[config.mk]
export PLATFORM = sky130hd
export DESIGN_NAME = res_assign_send
export DESIGN_NICKNAME = d
export VERILOG_FILES = /design/src/rtl/res_assign_send.sv
export SDC_FILE = /design/constraint.sdc
export NUM_CORES = 1
export LEC_CHECK = 0
export ABC_CLOCK_PERIOD_IN_PS = 4400
export BUFFER_PORTS_ARGS = -buffer_cell sky130_fd_sc_hd__buf_2
export CAP_MARGIN = 15
export CORE_MARGIN = 2
export CORE_UTILIZATION = 40
export DETAILED_ROUTE_END_ITERATION = 10
export PLACE_DENSITY = 0.85
export SLEW_MARGIN = 30
export SYNTH_ARGS = -nofsm -noshare
export SYNTH_HDL_FRONTEND = slang
export SYNTH_SLANG_ARGS = --single-unit
[constraint.sdc]
create_clock -name clk -period 4.4 [get_ports clk]
set_input_delay 0.88 -clock clk [delete_from_list [all_inputs] [get_ports clk]]
set_output_delay 0.88 -clock clk [all_outputs]
set_load 0.05 [all_outputs]
[src/rtl/res_assign_send.sv]
module res_assign_send #(
  parameter int DW = 32,
  parameter int AW = 12,
  parameter int IW = 6,
  parameter int RW = 3
) (
  input  logic          clk,
  input  logic          rst_n,
  input  logic          in_valid,
  input  logic [2:0]    in_mode,
  input  logic [RW-1:0] in_dst,
  input  logic [DW-1:0] in_result,
  output logic          in_ready,
  input  logic          prm_valid,
  input  logic [DW-1:0] prm_data,
  output logic          prm_ready,
  output logic          rf_we,
  output logic [RW-1:0] rf_idx,
  output logic [DW-1:0] rf_data,
  output logic          snd_valid,
  input  logic          snd_ready,
  output logic [AW-1:0] snd_addr,
  output logic [DW-1:0] snd_data
);
  localparam int HI = AW + IW;

  logic [AW-1:0] maddr_q, cur_addr;
  logic [IW-1:0] incr_q, cur_incr;
  logic fetch, send, setad, wr_prm;
  logic [1:0] dsel;

  always_comb begin
    fetch = 1'b0; send = 1'b0; setad = 1'b0; wr_prm = 1'b0; dsel = 2'd0;
    case (in_mode)
      3'd0: begin fetch = 1'b1; wr_prm = 1'b1; end
      3'd1: ;
      3'd2: setad = 1'b1;
      3'd3: begin fetch = 1'b1; wr_prm = 1'b1; send = 1'b1; end
      3'd4: send = 1'b1;
      3'd5: begin fetch = 1'b1; wr_prm = 1'b1; setad = 1'b1; end
      3'd6: begin fetch = 1'b1; send = 1'b1; setad = 1'b1; dsel = 2'd1; end
      default: begin send = 1'b1; setad = 1'b1; dsel = 2'd2; end
    endcase
  end

  wire prm_ok = !fetch || prm_valid;
  wire snd_ok = !send || snd_ready;

  assign in_ready  = in_valid && prm_ok && snd_ok;
  assign prm_ready = in_ready && fetch;
  assign snd_valid = in_valid && send && prm_ok;

  assign cur_addr = setad ? in_result[AW-1:0] : maddr_q;
  assign cur_incr = setad ? in_result[HI-1:AW] : incr_q;

  assign rf_we   = in_ready && (in_dst != '0);
  assign rf_idx  = in_dst;
  assign rf_data = wr_prm ? prm_data : in_result;

  assign snd_addr = cur_addr;
  assign snd_data = (dsel == 2'd1) ? prm_data :
                    (dsel == 2'd2) ? {{(DW-IW){1'b0}}, in_result[HI-1:AW]} :
                    in_result;

  always_ff @(posedge clk) begin
    if (!rst_n) begin
      maddr_q <= '0;
      incr_q  <= '0;
    end else if (in_ready) begin
      maddr_q <= send ? cur_addr + {{(AW-IW){1'b0}}, cur_incr} : cur_addr;
      incr_q  <= cur_incr;
    end
  end
endmodule

==> impl_metrics.py <==
metrics = {
    "run_status": {
        "status": "completed",
    },
    "timing": {
        "setup_violations": 0,
        "maxSlewHeadroom_pct": 49.39,
        "fin_setup_tns_ns": 0,
        "rsz0062_at_grt": "false",
        "max_freq_mhz": 284.6,
        "hold_viol_final": 0,
        "period_needed_ns": 3.514,
        "worst_pin_slew_ns": 0.7592,
        "fin_worst_skew_ns": 0.002002,
        "finalCritPeriodShare_pct": 79.86,
        "setup_slack_ns": 0.8861,
        "final-max-slew-violation-count": 0,
    },
    "yosys": {
        "yosysUniqueCellTypes": 49,
        "postSynth.asyncResetShare_pct": 0,
        "synth.area.top_cells": "mux2_2 (16%), nand2_1 (14%), dfxtp_1 (14%)",
        "synth_seq_cells": 18,
        "yosysTopAreaCellShare_pct": 16.04,
        "ys.flop_type": "dfxtp_1",
        "synthCells": 369,
        "yosysTopAreaCell": "mux2_2",
        "synth_edf_count": 0,
        "syn_nets": 450,
        "syn_area_per_cell_um2": 6.849,
        "synth_area_mm2": 0.002527,
        "yosysWarnings": 0,
        "yosysSeqAreaShare_pct": 14.26,
    },
    "pwr": {
        "combPwrFrac_pct": 65.5,
        "switching_power_uw": 508.0,
        "seq_power_share_pct": 19.7,
        "internal_power_uw": 431.1,
        "p_clk_share_pct": 14.8,
        "ir_drop_mv": 0.1639,
        "swShare_pct": 54.10,
        "p_leak_uw": 0.001662,
        "power_uw": 939.1,
        "powerDensity_mw_per_mm2": 279.7,
    },
    "setup_path": {
        "r2r_cells": 9,
        "worstPathMaxFanout": 32,
        "crit_type": "input pin to output pin",
        "r2r-end": "maddr_q[11]",
        "r2r-start": "maddr_q[2]",
        "reg2reg_slack_ns": 2.08,
        "cp.required_ns": 3.52,
        "start_kind": "input pin",
        "worstPathArrival_ns": 2.63,
        "endpoint_kind": "output pin",
    },
    "layout": {
        "area_growth_pct": 32.82,
        "instances_no_fill": 581,
        "finish.utilization_pct": 55.71,
        "register_area_um2": 360.3,
        "multi_input_comb_area_mm2": 0.001987,
        "drive_above_1_share_pct": 41.70,
        "diodes": 0,
        "fillers": 597,
        "final_nets": 588,
    },
    "place": {
        "routabilityCongestion": 0.8688,
        "dp.final_hpwl_um": 6605,
        "io_buffers": 157,
        "dpl_worst_slack_ns": 0.7570,
        "dp_cells": 577,
    },
    "cts": {
        "cts_resized": 0,
        "post_cts_buffers": 0,
        "ctsHtreeMaxLevel": 1,
        "clk_pin_slew_ns": 0.07,
        "holdBufCountCts": 0,
        "cts-root-buf": "clkbuf_8",
        "cts_made_buffers": 3,
        "tritoncts": "done",
        "cts_sinks": 18,
        "clockBufferDepth": 2,
        "insertion_delay_ns": 0.26,
    },
    "global_route": {
        "grt_pass1_wl_um": 13880,
        "grt_max_degree": 65,
        "grt_overflow": 0,
        "grt_pass1_vias": 2929,
        "grt_usage_pct": 23.28,
        "antenna_found_initial": 0,
    },
    "die": {
        "fp-row-count": 28,
        "start_util_pct": 41.94,
        "die_h_um": 83.49,
        "die_w_um": 83.49,
        "dieArea_mm2": 0.006971,
        "core-area_mm2": 0.006026,
        "num_io_pins": 158,
    },
    "detailed_routing": {
        "vias_per_cell": 5.542,
        "wl_per_cell_um": 14.53,
        "drt_pass1_iterations": 5,
        "wl_um": 8440,
        "drt_iter0_drc": 146,
        "drc": 0,
        "dr_total_vias": 3220,
        "ant_nets": 0,
    },
    "run": {
        "maxCapViolCount": 0,
    },
    "min_path": {
        "hold_end": "maddr_q[1]",
        "worstHoldPathCells": 2,
        "min_from": "maddr_q[1]",
        "hp-class": "register to register",
    },
}
## synthesized netlist by cell type (5+ instances only)
library cell	n
a21oi_1	17
buf_2	12
buf_4	5
clkbuf_1	13
dfxtp_1	18
ha_1	5
inv_1	5
mux2_2	36
mux2i_1	9
nand2_1	97
nand2b_1	26
nand3_1	10
nand4_1	7
nor2_1	15
nor3_1	7
o21ai_0	36
## flip-flops by register name (all words and copies together), names as in the netlist
signal and count:
incr_q 6, maddr_q 12
## power groups by stage
stage	registers, uW	logic, uW	clock network [uW]
2_1_floorplan	186	470	0
3_3_place_gp	187	603	0
3_5_place_dp	188	614	0
4_1_cts	184	615	145
5_1_grt	186	654	152
6_report	185	615	139
## worst max-delay path: stages
cell	delay, ns
buf_2	0.22
nor2b_1	0.20
mux2_2	0.68
mux2_2	0.42
buf_2	0.21
## stage by stage
stage	hold WS (ns)	instance area [um2]
2_1_floorplan	0.4321	2527
3_3_place_gp	0.4394	3302
3_5_place_dp	0.4460	3302
4_1_cts	0.4567	3357
5_1_grt	0.4767	3357
6_report	0.4545	3357
## cells by family (layout without fill, tap and decap cells)
| kind of cell | Yosys count | after routing | share of synthesized area, % |
|---|---|---|---|
| XOR/XNOR | 6 | 6 | 2.673 |
| AND/OR/NAND/NOR | 173 | 173 | 31.29 |
| adder cells (fa/ha/maj) | 6 | 6 | 3.267 |
| AO/OA/AOI/OAI | 83 | 83 | 21.24 |
| flip-flops | 18 | 18 | 14.26 |
| multiplexers | 46 | 46 | 20.15 |
| buffers and inverters | 37 | 174 | 7.129 |
## final cells by class
type	count	share of cell area [%]
clock buffers	4	1.640
inverters	6	0.6709
multi-input cells	314	59.19
well taps	75	2.795
flip-flops and latches	18	10.73
repair buffers	164	24.97
## metal layers
layer,up-vias,GRT usage [%],part of all wire [%]
met1,1501,29.06,41
met3,15,4.550,7.2
met2,131,40.76,50
li1,1573,-,-
met5,-,0,0
met4,0,6.452,1.9
## how the worst max path moves through the flow
stage / startpoint / end / slack (ns) / cells past startpoint
after global placement: in_mode[0] / maddr_q[11] / 0.92 / 11
after CTS: in_mode[0] / rf_data[26] / 0.89 / 5
after detailed placement: in_mode[0] / maddr_q[11] / 0.76 / 11
after floorplan: in_mode[0] / snd_valid / 0.37 / 4
after global routing: in_mode[0] / maddr_q[7] / 0.78 / 11
final: in_mode[0] / rf_data[26] / 0.89 / 5
## cells in the final DEF (no fill, tap or decap), types with 2 or more instances in the layout
| cell type | n |
|---|---|
| nand2_1 | 97 |
| nand3_1 | 10 |
| nor4_1 | 3 |
| nor3_1 | 7 |
| xnor2_1 | 4 |
| o31ai_1 | 3 |
| a21oi_1 | 17 |
| mux2i_1 | 9 |
| a31oi_1 | 2 |
| o21ai_0 | 36 |
| dfxtp_1 | 18 |
| buf_2 | 157 |
| a21o_1 | 2 |
| inv_1 | 5 |
| ha_1 | 5 |
| clkbuf_8 | 4 |
| nor2_1 | 15 |
| xnor2_2 | 2 |
| a21oi_2 | 2 |
| o211ai_1 | 4 |
| buf_4 | 7 |
| a221oi_1 | 2 |
| mux2_2 | 36 |
| a311o_1 | 3 |
| nand4_1 | 7 |
| a211oi_1 | 2 |
| nand2b_1 | 26 |
No activity file was read; power rests on OpenSTA's default activity.
